==> config.mk <==
export PLATFORM = sky130hd
export DESIGN_NAME = i2c_desc_master
export DESIGN_NICKNAME = d
export VERILOG_FILES = /design/src/rtl/i2c_dm_pkg.sv /design/src/rtl/i2c_dm_fifo.sv /design/src/rtl/i2c_dm_tick.sv /design/src/rtl/i2c_desc_master.sv
export SDC_FILE = /design/constraint.sdc
export NUM_CORES = 1
export LEC_CHECK = 0
export ABC_CLOCK_PERIOD_IN_PS = 2500
export BUFFER_PORTS_ARGS = -buffer_cell sky130_fd_sc_hd__buf_2
export CAP_MARGIN = 25
export CORE_MARGIN = 5
export CORE_UTILIZATION = 59
export CTS_CLUSTER_SIZE = 20
export DETAILED_ROUTE_END_ITERATION = 8
export GPL_TIMING_DRIVEN = 0
export MAX_ROUTING_LAYER = met4
export PLACE_DENSITY = 0.79
export SKIP_CTS_REPAIR_TIMING = 1
export SLEW_MARGIN = 5
export SYNTH_ARGS = -nofsm -noshare
export SYNTH_HDL_FRONTEND = slang
export SYNTH_SLANG_ARGS = --single-unit
==> constraint.sdc <==
create_clock -name clk_i -period 2.5 [get_ports clk_i]
set_clock_uncertainty 0.2 [all_clocks]
set_input_delay 0.375 -clock clk_i [delete_from_list [all_inputs] [get_ports clk_i]]
set_output_delay 0.375 -clock clk_i [all_outputs]
set_load 0.03 [all_outputs]
==> src/rtl/i2c_dm_pkg.sv <==
package i2c_dm_pkg;
  typedef enum logic [2:0] {
    ST_IDLE, ST_START, ST_LOAD, ST_BIT, ST_ACK, ST_STOP
  } state_e;

  typedef struct packed {
    logic       last;
    logic [7:0] data;
  } desc_t;
endpackage

==> src/rtl/i2c_dm_fifo.sv <==
module i2c_dm_fifo
  import i2c_dm_pkg::*;
#(
  parameter int DEPTH = 4
) (
  input  logic  clk_i,
  input  logic  rst_ni,
  input  logic  push_i,
  input  desc_t din_i,
  input  logic  pop_i,
  input  logic  flush_i,
  output desc_t dout_o,
  output logic  empty_o,
  output logic  full_o
);
  localparam int AW = (DEPTH > 1) ? $clog2(DEPTH) : 1;
  localparam int CW = $clog2(DEPTH + 1);

  desc_t          mem_q [DEPTH];
  logic [AW-1:0]  wr_q, rd_q;
  logic [CW-1:0]  cnt_q;
  logic           push_ok, pop_ok;

  assign empty_o = (cnt_q == '0);
  assign full_o  = (cnt_q == CW'(DEPTH));
  assign push_ok = push_i && !full_o;
  assign pop_ok  = pop_i && !empty_o;
  assign dout_o  = mem_q[rd_q];

  function automatic logic [AW-1:0] nxt(logic [AW-1:0] p);
    return (p == AW'(DEPTH - 1)) ? '0 : p + AW'(1);
  endfunction

  always_ff @(posedge clk_i) begin
    if (push_ok && !flush_i) mem_q[wr_q] <= din_i;
  end

  always_ff @(posedge clk_i or negedge rst_ni) begin
    if (!rst_ni) begin
      wr_q  <= '0;
      rd_q  <= '0;
      cnt_q <= '0;
    end else if (flush_i) begin
      wr_q  <= '0;
      rd_q  <= '0;
      cnt_q <= '0;
    end else begin
      if (push_ok) wr_q <= nxt(wr_q);
      if (pop_ok)  rd_q <= nxt(rd_q);
      unique case ({push_ok, pop_ok})
        2'b10:   cnt_q <= cnt_q + CW'(1);
        2'b01:   cnt_q <= cnt_q - CW'(1);
        default: ;
      endcase
    end
  end

  p_cnt_bound_r10: assert property (@(posedge clk_i) disable iff (!rst_ni)
    cnt_q <= CW'(DEPTH));
  p_full_drop_r10: assert property (@(posedge clk_i) disable iff (!rst_ni)
    (full_o && push_i && !pop_i && !flush_i) |=> (full_o && $stable(wr_q)));
endmodule

==> src/rtl/i2c_dm_tick.sv <==
module i2c_dm_tick #(
  parameter int DIV_W = 8
) (
  input  logic             clk_i,
  input  logic             rst_ni,
  input  logic             run_i,
  input  logic [DIV_W-1:0] div_i,
  output logic             tick_o
);
  logic [DIV_W-1:0] cnt_q;

  assign tick_o = run_i && (cnt_q == div_i);

  always_ff @(posedge clk_i or negedge rst_ni) begin
    if (!rst_ni)              cnt_q <= '0;
    else if (!run_i || tick_o) cnt_q <= '0;
    else                       cnt_q <= cnt_q + DIV_W'(1);
  end
endmodule

==> src/rtl/i2c_desc_master.sv <==
module i2c_desc_master
  import i2c_dm_pkg::*;
#(
  parameter int DEPTH = 4,
  parameter int DIV_W = 8
) (
  input  logic             clk_i,
  input  logic             rst_ni,
  input  logic             cmd_wr_i,
  input  logic             cmd_start_i,
  input  logic             cmd_master_i,
  input  logic             cmd_rev_i,
  input  logic [DIV_W-1:0] div_i,
  input  logic             desc_wr_i,
  input  logic [7:0]       desc_data_i,
  input  logic             desc_last_i,
  input  logic             sda_i,
  output logic             scl_oe_o,
  output logic             sda_oe_o,
  output logic             busy_o,
  output logic             nack_err_o,
  output logic             rx_valid_o,
  output logic [7:0]       rx_data_o
);
  localparam int HW = DIV_W + 2;

  state_e      state_q;
  logic [1:0]  q_q;
  logic [2:0]  bit_q;
  logic [7:0]  sh_q, rx_q;
  logic        last_q, first_q, rw_q, rd_q;
  logic        start_q, master_q, rev_q;
  logic        err_q, rxv_q;
  logic        tick, run, q_empty, q_full, pop, flush, tx_bit;
  desc_t       head, din;

  assign din  = '{last: desc_last_i, data: desc_data_i};
  assign run  = (state_q != ST_IDLE) && (state_q != ST_LOAD);
  assign pop  = (state_q == ST_LOAD) && !q_empty;
  assign flush = (state_q == ST_ACK) && tick && (q_q == 2'd3) && !rd_q && sda_i;
  assign tx_bit = rev_q ? sh_q[0] : sh_q[7];

  i2c_dm_fifo #(.DEPTH(DEPTH)) u_fifo (
    .clk_i, .rst_ni, .push_i(desc_wr_i), .din_i(din), .pop_i(pop),
    .flush_i(flush), .dout_o(head), .empty_o(q_empty), .full_o(q_full)
  );

  i2c_dm_tick #(.DIV_W(DIV_W)) u_tick (
    .clk_i, .rst_ni, .run_i(run), .div_i, .tick_o(tick)
  );

  // quarter 0/1: SCL low, quarter 2/3: SCL high
  always_comb begin
    scl_oe_o = 1'b0;
    sda_oe_o = 1'b0;
    unique case (state_q)
      ST_START: begin scl_oe_o = (q_q == 2'd3); sda_oe_o = (q_q != 2'd0); end
      ST_LOAD:  scl_oe_o = 1'b1;
      ST_BIT:   begin scl_oe_o = !q_q[1]; sda_oe_o = !rd_q && !tx_bit; end
      ST_ACK:   begin scl_oe_o = !q_q[1]; sda_oe_o = rd_q && !last_q; end
      ST_STOP:  begin scl_oe_o = !q_q[1]; sda_oe_o = (q_q != 2'd3); end
      default:  ;
    endcase
  end

  assign busy_o     = (state_q != ST_IDLE);
  assign nack_err_o = err_q;
  assign rx_valid_o = rxv_q;
  assign rx_data_o  = rx_q;

  always_ff @(posedge clk_i or negedge rst_ni) begin
    if (!rst_ni) begin
      state_q <= ST_IDLE;  q_q <= '0;     bit_q <= '0;
      sh_q <= '0;          rx_q <= '0;    last_q <= 1'b0;
      first_q <= 1'b0;     rw_q <= 1'b0;  rd_q <= 1'b0;
      start_q <= 1'b0;     master_q <= 1'b0; rev_q <= 1'b0;
      err_q <= 1'b0;       rxv_q <= 1'b0;
    end else begin
      err_q <= 1'b0;
      rxv_q <= 1'b0;
      if (cmd_wr_i && state_q == ST_IDLE) begin
        start_q  <= cmd_start_i;
        master_q <= cmd_master_i;
        rev_q    <= cmd_rev_i;
      end
      unique case (state_q)
        ST_IDLE: if (start_q && master_q) begin
          state_q <= ST_START; q_q <= '0; first_q <= 1'b1; rd_q <= 1'b0;
        end
        ST_START: if (tick) begin
          q_q <= q_q + 2'd1;
          if (q_q == 2'd3) state_q <= ST_LOAD;
        end
        ST_LOAD: if (!q_empty) begin
          sh_q   <= head.data;
          last_q <= head.last;
          if (first_q) rw_q <= rev_q ? head.data[7] : head.data[0];
          bit_q <= '0; q_q <= '0; state_q <= ST_BIT;
        end
        ST_BIT: if (tick) begin
          q_q <= q_q + 2'd1;
          if (q_q == 2'd3) begin
            rx_q  <= rev_q ? {sda_i, rx_q[7:1]} : {rx_q[6:0], sda_i};
            sh_q  <= rev_q ? {1'b0, sh_q[7:1]} : {sh_q[6:0], 1'b0};
            bit_q <= bit_q + 3'd1;
            if (bit_q == 3'd7) state_q <= ST_ACK;
          end
        end
        ST_ACK: if (tick) begin
          q_q <= q_q + 2'd1;
          if (q_q == 2'd3) begin
            first_q <= 1'b0;
            if (rd_q) begin
              rxv_q   <= 1'b1;
              state_q <= last_q ? ST_STOP : ST_LOAD;
            end else if (sda_i) begin
              err_q   <= 1'b1;
              state_q <= ST_STOP;
            end else begin
              if (first_q && rw_q) rd_q <= 1'b1;
              state_q <= last_q ? ST_STOP : ST_LOAD;
            end
          end
        end
        ST_STOP: if (tick) begin
          q_q <= q_q + 2'd1;
          if (q_q == 2'd3) begin
            state_q <= ST_IDLE; start_q <= 1'b0; rd_q <= 1'b0;
          end
        end
        default: state_q <= ST_IDLE;
      endcase
    end
  end

  // checker: length of the current SCL released run
  logic [HW-1:0] hi_run_q;
  always_ff @(posedge clk_i or negedge rst_ni) begin
    if (!rst_ni)           hi_run_q <= '0;
    else if (scl_oe_o)     hi_run_q <= '0;
    else if (~&hi_run_q)   hi_run_q <= hi_run_q + HW'(1);
  end

  p_sda_fall_hi_r8: assert property (@(posedge clk_i) disable iff (!rst_ni)
    (!scl_oe_o && $past(!scl_oe_o) && $rose(sda_oe_o)) |-> state_q == ST_START);
  p_sda_rise_hi_r8: assert property (@(posedge clk_i) disable iff (!rst_ni)
    (!scl_oe_o && $past(!scl_oe_o) && $fell(sda_oe_o)) |-> state_q == ST_STOP);
  p_go_needs_cmd_r2: assert property (@(posedge clk_i) disable iff (!rst_ni)
    $rose(busy_o) |-> ($past(start_q) && $past(master_q)));
  p_err_flush_r7: assert property (@(posedge clk_i) disable iff (!rst_ni)
    nack_err_o |-> (state_q == ST_STOP && q_empty));
  p_err_pulse_r7: assert property (@(posedge clk_i) disable iff (!rst_ni)
    nack_err_o |=> !nack_err_o);
  p_rx_in_read_r5: assert property (@(posedge clk_i) disable iff (!rst_ni)
    rx_valid_o |-> rd_q);
  p_scl_high_len_r9: assert property (@(posedge clk_i) disable iff (!rst_ni)
    (busy_o && $rose(scl_oe_o)) |-> hi_run_q >= {2'b00, div_i} + HW'(1));
endmodule

==> metrics.txt, run 1 <==
number of synthesized register bits=84; die area=about 8900 um2; Clock transition at path regs=roughly 90 ps; vias in the first global route=between 2000 and 3000; Place WS=-283 ps; antenna cells=0; post-synthesis sequential area ratio=around 54%; most frequent cells in the layout=dfrtp_1, buf_2, edfxtp_1, nor2_1, nand2_1; # rows=30; RR Startpoint=state_q[1]; leakage power=approximately 2.1 nW; first-pass GRT wire length=between 10000 and 15000 um; Synth Instances=~320; area of the multi-input gates=roughly 1900 um2; Worst Slack Setup Final=~34 ps; Arr. time, crit path=~1900 ps; Synth cell types=between 40 and 50; Netlist Area Pre-Place=4200 um2; Final HPWL DP=5630 um; Synth Area in Adders=between 3 and 4%; xor/xnor share of the synthesized area=approximately 3.5%; overall power=between 5 and 6 mW; Vias=approximately 2800; DR iter-0 viols=152; biggest cell delay along the critical path=roughly 450 ps; status=complete, no violations; DRC Markers=0; Max VDD drop=approximately 0.45 mV; Clock Latency Late Sink=approximately 350 ps; CTS H-tree depth=3; IO Pins=38; share of cells above drive strength 1=32.0%; simple logic cell fraction of the synthesized area=~11%; final instance area=approximately 4800 um2; worst path required time=roughly 1900 ps; largest net degree at the start of global routing=26; Post-Syn Nets=358; final worst-path cycle share=between 90% and 100%; Congestion Overflow GR=0; WL/cell=around 17 um; Avg Synthesized Cell Area=roughly 13 um2; CP endpoint kind=output pin; drt first pass iters=6; fin crit period=~2500 ps; initial antenna violation count=0; Hold Violations, Final=0; final max-slew violation count=0; post-route ant nets=0; core area=a little under 7000 um2; RSZ-0062 raised after global routing=true; Total GRT Usage=between 15 and 20%; DR vias/cell=roughly 5.8; Compound-Gate Fraction of Synth Area=7.54%; HP Start=desc_data_i[2]; Final Setup Violations=0; warnings from Yosys=0; CTS Buffer Depth=2; Max-Cap Viols=0; crit path kind=reg2out; slew at the pin with the worst max-slew slack=570 ps; Post-Route WL=about 8200 um; Num CTS Buffers=9; PD cells=roughly 1000 nW/um2; die width=~94 um; slowest stage cell, crit path=dfrtp_1; gp weighted congestion=~0.89; CP Launch Point=state_q[2]; TritonCTS clock tree=built; commonest non-fill, non-tap cell in the layout=dfrtp_1; startpoint types=flip-flop; Worst Path Max Fanout=10; Starting Density=between 60% and 70%; fill count=492; Port Buf Inserts=37; register area=between 2000 and 2500 um2; HP Class=in2reg; worst-path cell chain=buf_4, nor2b_4, nand2_1, nor3_1, a31oi_1, o31ai_2, buf_4; chip height=94.3 um; final net count=~420; largest family of logic cells by synthesized area=multiplexers; Achievable Freq=~410 MHz; max_slew headroom=62.0%; Root Buffer=clkbuf_8; clk sinks=84; area grow syn2layout=15.6%; mux cell area share after synthesis=17.1%; Top cell by count, worst path=buf_4; DP Area=4520 um2
[logic make-up after synthesis]
logic type / count (synthesis)
and+or+nand+nor: 85
DFF: 84
muxes: 54
AOI/OAI and AO/OA: 46
buffers and inverters: 25
xor gates and xnor gates: 17
adders and majority gates: 11
[critical path, delay by kind of cell (launching register included)]
family,cells,cell delay (ps)
flip-flops,1,450
AND/OR/NAND/NOR,3,510
buffers and inverters,2,430
AO/OA/AOI/OAI,2,160
[registers in the layout, indices dropped and copies added (netlist names), 2 cells and up]
register      flops
u_fifo.cnt_q      3
u_fifo.rd_q       2
u_tick.cnt_q      8
bit_q             3
q_q               2
sh_q              8
u_fifo.mem_q     36
rx_data_o         8
u_fifo.wr_q       2
state_q           3
[cell type report]
cell class                      count  area share [%]
Multi-Input combinational cell    213            38.4
Tap cell                           96            2.48
Timing Repair Buffer               48            5.88
Buffer                             11            1.47
Clock inverter                      7            1.19
Inverter                           12           0.929
Clock buffer                        9            2.55
Sequential cell                    84            47.1
[cell usage after synthesis (all sizes together)]
cell type	n	share of area [%]
xnor2	11	2.3
a31oi	6	1.0
a21o	1	0.18
inv	12	1.1
nand2b	3	0.45
o32ai	1	0.21
and2	2	0.30
a211oi	2	0.36
or4	1	0.18
buf	8	1.3
xor2	6	1.3
and4	3	0.63
a31o	1	0.42
nor3b	1	0.18
mux4	9	4.8
a211o	3	0.63
mux2i	17	4.1
nor2b	5	0.75
dfrtp	48	29
nor4	1	0.51
o21a	1	0.18
nand4	3	1.1
nor2	30	2.9
a21oi	7	0.83
a41oi	2	0.42
o22ai	2	0.45
o31ai	2	0.36
a221oi	1	0.36
clkbuf	5	0.45
o41ai	1	0.21
and3	6	0.89
o21ai	16	1.9
mux2	28	8.2
fa	1	0.48
nand3	6	0.72
nand2	19	1.7
edfxtp	36	26
ha	10	3.0
nor3	5	0.86
[final timing paths]
path | end | slack (ps) | cells past startpoint
worst max-delay path | sda_oe_o | 30 | 7
worst min register to register | bit_q[0] | 290 | 1
min in group asynchronous | q_q[1] | 340 | 2
max in group asynchronous | u_tick.cnt_q[2] | 1230 | 3
worst min-delay path | u_fifo.mem_q[3][2] | 30 | 1
worst max register to register | u_fifo.mem_q[0][6] | 90 | 7
[where the power goes]
part | leakage, nW | internal [mW] | switching (mW)
sequential | 0.937 | 1.78 | 0.261
clock | 0.0829 | 0.372 | 0.509
combinational | 1.09 | 0.886 | 1.20
[per-layer routing]
| metal | vias to the layer above | share of wire (%) | global-route usage (%) |
|---|---|---|---|
| met5 | - | 0 | - |
| met4 | 0 | 0.39 | 4.81 |
| met3 | 4 | 6.6 | 4.46 |
| met2 | 107 | 50 | 31.4 |
| met1 | 1360 | 43 | 24.5 |
| li1 | 1294 | - | - |
[per-stage QoR]
step                      hold slack [ps]  utilization [%]  setup TNS, ps  std cells
final                                31.2             70.6              0        480
after floorplan                      -121                -              0        322
after global placement                277             65.5          -7230        455
after CTS                            -187             68.5         -10200        472
after global routing                 8.29             70.6           -405        480
after detailed placement              201             65.8          -8950        456
(Power assumes the default switching activity.)
==> run 2, diff against run 1 <==
Settings changed: ABC_AREA set to 1, ABC_CLOCK_PERIOD_IN_PS 2500 to 2200, CORE_UTILIZATION 59 to 54, PLACE_DENSITY 0.79 to 0.76.
Clock period 2.5 ns to 2.2 ns, I/O delays scaled along.
==> run 2 against run 1 <==
Net effect:
- the flow now finishes with violations (negative setup slack)
- critical path type unchanged
- register-to-register slack lost 40 ps
- cell count grew 36%
- die area grew 11%
- largest power group unchanged
- first-iteration DRC count grew 81%
- hold slack gained 3.6 ps
- synthesized cell count grew 44%
- sequential power grew 13%
- global-route usage is essentially flat
- critical endpoint unchanged
==> metrics.txt, run 2 <==
Area contributors post-synth=dfrtp_1, edfxtp_1, nand2_1 (was dfrtp_1, edfxtp_1, mux4_2); leakage power=2.38 nW (was 2.11 nW); largest net degree at the start of global routing=27 (was 26); final worst-path cycle share=104%; slowest stage cell, crit path=dfrtp_2 (was dfrtp_1); CP endpoint kind=output pin (unchanged); die width=99.5 um (was 94.3 um); PD cells=1260 nW/um2 (was 1030 nW/um2); Starting Density=55.6% (was 61.1%); Psw=2.90 mW (was 1.97 mW); crit path kind=reg2out (unchanged); IO Pins=38 (unchanged); CTS H-tree depth=3 (unchanged); Post-Route WL=9450 um (was 8190 um); Final HPWL DP=6160 um (was 5630 um); hold path cells=3 (was 1); drt first pass iters=5 (was 6); initial antenna violation count=0 (unchanged); final core occ=67.9% (was 70.6%); Congestion Overflow GR=0 (unchanged); share of power burned in combinational logic=48.7% (was 41.7%); clk sinks=84 (unchanged); Hold Violations, Final=0 (unchanged); Synth Instances=465 (was 322); Total GRT Usage=19.2% (about the same); Net Sw Frac=43.8% (was 39.4%); failing checks=negative setup slack; async set or reset register ratio after synthesis=57.1% (unchanged); Arr. time, crit path=1750 ps (was 1890 ps); most frequent cells in the layout=nand2_1, nor2_1, dfrtp_1, inv_1, buf_2 (was dfrtp_1, buf_2, edfxtp_1, nor2_1, nand2_1); biggest cell delay along the critical path=450 ps (about the same); Max-Cap Viols=0 (unchanged); internal power=3.72 mW (was 3.04 mW); Clock transition at path regs=90 ps (about the same); commonest non-fill, non-tap cell in the layout=nand2_1 (was dfrtp_1); HP Class=in2reg (unchanged); RR Startpoint=state_q[2] (was state_q[1]); worst path required time=1670 ps (was 1920 ps); Worst Path Max Fanout=7 (was 10); vias in the first global route=3243 (was 2680); startpoint types=flip-flop (unchanged); setup TNS=-90.8 ps (was 0 ps); final max-slew violation count=0 (unchanged); worst-path cell chain=inv_4, nand3_4, buf_8, a21oi_2, o211ai_1, o2111ai_1, buf_4 (was buf_4, nor2b_4, nand2_1, nor3_1, a31oi_1, o31ai_2, buf_4); Worst Slack Setup Final=-78.6 ps (was 33.9 ps); gp weighted congestion=0.898 (was 0.890); Largest delay share family, worst path=buffers and inverters (was simple AND/OR/NAND/NOR gates); reg2reg setup slack=50 ps (was 90 ps); die area=9890 um2 (was 8900 um2); Worst Hold Endpoint=rev_q (was u_fifo.mem_q[3][2]); Num CTS Buffers=9 (unchanged); DRC Markers=0 (unchanged); share of cells above drive strength 1=25.7% (was 32.0%); area grow syn2layout=22.1% (was 15.6%); DR iter-0 viols=275 (was 152); TritonCTS clock tree=built (unchanged); status=finished with violations (was complete, no violations); CTS Buffer Depth=2 (unchanged); Flop pwr share=34.8% (was 40.7%); core area=7770 um2 (was 6870 um2); Yosys top cell by area=dfrtp_1 (unchanged); warnings from Yosys=0 (unchanged); number of flops mapped to enable cells by yosys=36 (unchanged); WL/cell=14.5 um (was 17.1 um); chip height=99.5 um (was 94.3 um); max_slew headroom=58.2% (was 62.0%); Root Buffer=clkbuf_8 (unchanged); Primary FF master, synth=dfrtp_1 (unchanged); WP depth=7 (unchanged); Clock Latency Late Sink=360 ps (was 350 ps); RSZ-0062 raised after global routing=true (unchanged); Reg2Reg Depth=11 (was 7); Reg-to-Reg End=u_fifo.cnt_q[2] (was u_fifo.mem_q[0][6]); Post-Syn Nets=501 (was 358); clock share of power=16.5% (was 17.6%); post-synthesis sequential area ratio=52.8% (was 54.4%); HP Start=cmd_rev_i (was desc_data_i[2]); Yosys top cell area share=27.8% (was 28.6%); Reg with most FFs=u_fifo.mem_q (unchanged); slew at the pin with the worst max-slew slack=628 ps (was 570 ps); Vias=3498 (was 2765); Port Buf Inserts=37 (unchanged); Final Setup Violations=2 (was 0); Avg Synthesized Cell Area=9.29 um2 (was 13.0 um2); post-route ant nets=0 (unchanged); final instance area=5280 um2 (was 4850 um2); Crit path buffers/inverters=3 (was 2); fin crit period=approximately 2300 ps; final net count=580 (was 415); Max VDD drop=0.821 mV (was 0.454 mV); synth cell count leaders=nand2_1, nor2_1, dfrtp_1, inv_1, o21ai_0 (was dfrtp_1, edfxtp_1, nor2_1, nand2_1, mux2i_1); Synth cell types=43 (was 48); number of synthesized register bits=84 (unchanged); Largest register FFs=36 (unchanged); top-count cell post-synth=nand2_1 (was dfrtp_1); Netlist Area Pre-Place=4320 um2 (was 4200 um2); Achievable Freq=439 MHz; antenna cells=0 (unchanged); # rows=32 (was 30); DP Area=4650 um2 (was 4520 um2); DR vias/cell=5.37 (was 5.76); first-pass GRT wire length=14700 um (was 12800 um)
[run 2: changes by cell type in the layout (fill, tap and decap cells not counted), moves of 8 or more]
cell | previous run | this run
o21ai_0 | 16 | 36
o21ai_2 | 0 | 10
nand2_1 | 18 | 90
nand3_1 | 6 | 19
dlygate4sd3_1 | 1 | 11
mux4_2 | 9 | 0
mux2_4 | 8 | 0
mux2_2 | 16 | 1
inv_1 | 12 | 42
nor2_1 | 25 | 59
mux2i_1 | 17 | 7
[run 2: power by group through the flow]
stage / clock (mW) / sequential, mW / combinational [mW]
5_1_grt: 1.19 / 2.35 / 3.61
2_1_floorplan: 0 / 2.28 / 2.04
6_report: 1.09 / 2.31 / 3.22
3_3_place_gp: 0 / 2.32 / 2.55
3_5_place_dp: 0 / 2.34 / 2.64
4_1_cts: 1.11 / 2.31 / 2.65
[run 2: cell type report]
| cell class | instances | area, um2 |
|---|---|---|
| plain buffers | 13 | 103 |
| clock buffers | 9 | 124 |
| clock inverters | 7 | 76.3 |
| fillers | 609 | 2490 |
| inverters | 51 | 213 |
| multi-input cells | 316 | 1870 |
| flip-flops and latches | 84 | 2290 |
| well taps | 102 | 128 |
| repair buffers | 68 | 475 |
| repair inverters | 1 | 5.00 |
[run 2: worst min-delay path, stage by stage]
cell and delay [ps]:
buf_2 70, nor2_1 30, a21oi_1 110
[run 2: how the worst max path moves through the flow]
stage / slack [ps] / from / end
floorplan: 60 / state_q[2] / u_fifo.cnt_q[2]
global placement: -290 / div_i[7] / u_fifo.mem_q[1][2]
detailed placement: -330 / state_q[1] / u_fifo.mem_q[0][2]
CTS: -370 / rev_q / sda_oe_o
global route: -160 / state_q[2] / sda_oe_o
finish: -80 / state_q[2] / sda_oe_o
[run 2: cells by family after synthesis]
family                     share of synthesized area, %
buffers and inverters                              6.43
and+or+nand+nor                                    22.6
AOI/OAI and AO/OA                                  11.3
xor gates and xnor gates                           1.62
DFF                                                52.8
muxes                                              1.88
adders and majority gates                          3.36
[run 2: through the flow]
stage	setup WS [ps]	hold slack [ps]	cells	total power [mW]
after floorplan	57.6	-166	465	4.31
after global placement	-285	254	604	4.88
after detailed placement	-327	143	605	4.98
after CTS	-370	-256	621	6.08
after global routing	-162	27.4	651	7.15
final	-78.6	34.8	651	6.62
[run 2: routing by layer]
layer	global-route usage, %	vias to the layer above	part of all wire [%]
met5	-	-	0
met3	4.14	16	6.9
met2	31.5	124	51
li1	-	1709	-
met1	23.6	1649	40
met4	6.62	0	1.9
==> run 3, diff against run 2 <==
Settings changed: PLACE_DENSITY 0.76 to 0.81.
==> run 3 against run 2 <==
Net effect:
- first-iteration DRC count down 42%
- final area decreased by 0.24%
- global-route usage up 0.067 points
- utilization is 0.16 points lower
- flip-flop and latch count stayed put
- combinational power shrank 3%
- setup slack got worse by 7.4 ps
- the flow still finishes with violations (negative setup slack)
==> metrics.txt, run 3 (synthesis results as in run 2) <==
status=finished with violations (unchanged); failing checks=negative setup slack (unchanged); worst path required time=1670 ps (about the same); gp weighted congestion=0.914 (was 0.898); internal power=3.69 mW (was 3.72 mW); Post-Route WL=9600 um (was 9450 um); Root Buffer=clkbuf_8 (unchanged); # rows=32 (unchanged); biggest cell delay along the critical path=490 ps (was 450 ps); Congestion Overflow GR=0 (unchanged); final max-slew violation count=0 (unchanged); DRC Markers=0 (unchanged); Final HPWL DP=6400 um (was 6160 um); Largest register FFs=36 (unchanged); Port Buf Inserts=37 (unchanged); antenna cells=0 (unchanged); vias in the first global route=3251 (was 3243); die area=9890 um2 (unchanged); chip height=99.5 um (unchanged); Max VDD drop=0.674 mV (was 0.821 mV); PD cells=1240 nW/um2 (was 1260 nW/um2); CTS Buffer Depth=2 (unchanged); DR vias/cell=5.34 (was 5.37); Starting Density=55.6% (unchanged); RSZ-0062 raised after global routing=true (unchanged); CP endpoint kind=output pin (unchanged); CTS H-tree depth=3 (unchanged); slew at the pin with the worst max-slew slack=644 ps (was 628 ps); Clock Latency Late Sink=360 ps (about the same); Psw=2.83 mW (was 2.90 mW); Hold Violations, Final=0 (unchanged); Arr. time, crit path=1760 ps (was 1750 ps); Total GRT Usage=19.3% (was 19.2%); clock share of power=16.6% (was 16.5%); leakage power=2.39 nW (was 2.38 nW); Flop pwr share=35.6% (was 34.8%); share of cells above drive strength 1=25.7% (about the same); Max-Cap Viols=0 (unchanged); Worst Path Max Fanout=6 (was 7); final instance area=5260 um2 (was 5280 um2); fin crit period=2290 ps (was 2280 ps); HP Class=in2reg (unchanged); startpoint types=flip-flop (unchanged); IO Pins=38 (unchanged); worst-path cell chain=inv_4, nand3_4, buf_8, a21oi_2, o211ai_1, o2111ai_2, buf_6 (was inv_4, nand3_4, buf_8, a21oi_2, o211ai_1, o2111ai_1, buf_4); core area=7770 um2 (unchanged); drt first pass iters=4 (was 5); Achievable Freq=437 MHz (was 439 MHz); share of power burned in combinational logic=47.8% (was 48.7%); Final Setup Violations=2 (unchanged); most frequent cells in the layout=nand2_1, nor2_1, dfrtp_1, inv_1, buf_2 (unchanged); DR iter-0 viols=159 (was 275); post-route ant nets=0 (unchanged); max_slew headroom=57.1% (was 58.2%); DP Area=4660 um2 (was 4650 um2); final worst-path cycle share=104% (about the same); area grow syn2layout=21.8% (was 22.1%); WL/cell=14.7 um (was 14.5 um); die width=99.5 um (unchanged); commonest non-fill, non-tap cell in the layout=nand2_1 (unchanged); TritonCTS clock tree=built (unchanged); clk sinks=84 (unchanged); register area=2290 um2 (unchanged); slowest stage cell, crit path=dfrtp_2 (unchanged); fill count=622 (was 609); final core occ=67.8% (was 67.9%); Hold Slack=22.7 ps (was 34.8 ps); crit path kind=reg2out (unchanged); largest net degree at the start of global routing=27 (unchanged); Clock transition at path regs=100 ps (was 90 ps); Worst Slack Setup Final=-85.9 ps (was -78.6 ps); Net Sw Frac=43.4% (was 43.8%); Reg with most FFs=u_fifo.mem_q (unchanged); first-pass GRT wire length=14700 um (about the same); Num CTS Buffers=9 (unchanged); final net count=584 (was 580); Vias=3500 (was 3498); area of the multi-input gates=1850 um2 (was 1870 um2); initial antenna violation count=0 (unchanged)
-- run 3: critical path: cells and delay by family, from the launching register on --
| family | cells | cell delay, ps |
|---|---|---|
| AOI/OAI and AO/OA | 3 | 340 |
| buffers and inverters | 3 | 430 |
| DFF | 1 | 490 |
| and+or+nand+nor | 1 | 130 |
-- run 3: worst paths after layout --
path | end | cells after the start | slack [ps] | startpoint
worst max-delay path | sda_oe_o | 7 | -90 | state_q[2]
worst min-delay path | rev_q | 3 | 20 | cmd_rev_i
worst max register to register | u_fifo.cnt_q[2] | 10 | 0 | state_q[0]
worst min register to register | sh_q[4] | 2 | 280 | sh_q[4]
max in group asynchronous | u_fifo.cnt_q[2] | 3 | 940 | rst_ni
min in group asynchronous | u_tick.cnt_q[4] | 2 | 320 | rst_ni
-- run 3: final cells by class --
class	instances	share of cell area, %
inverter	51	3.80
clock buffer	9	2.35
clock inverter	7	1.26
sequential	84	43.4
buffer	13	1.95
tap	102	2.42
multi-input combinational	316	35.1
timing repair buffer	73	9.72
-- run 3: power groups by stage --
stage | logic, mW | registers [mW] | clock network, mW
floorplan | 2.04 | 2.28 | 0
global placement | 2.54 | 2.32 | 0
detailed placement | 2.64 | 2.34 | 0
CTS | 2.65 | 2.31 | 1.09
global route | 3.49 | 2.36 | 1.17
finish | 3.12 | 2.32 | 1.08
-- run 3: layer usage --
metal	GRT usage, %	routed length, um	vias up
met3	3.86	497	20
met4	6.83	179	0
met1	24.3	4070	1665
met5	-	0	-
met2	31.0	4850	108
li1	-	-	1707
-- run 3: through the flow --
stage          TNS (ps)  total power, mW  std cells  setup slack, ps
3_3_place_gp      -9890             4.86        604             -304
3_5_place_dp     -12170             4.98        605             -358
6_report           -134             6.52        655            -85.9
2_1_floorplan         0             4.31        465             57.6
4_1_cts          -13570             6.05        621             -385
5_1_grt           -1830             7.03        655             -146
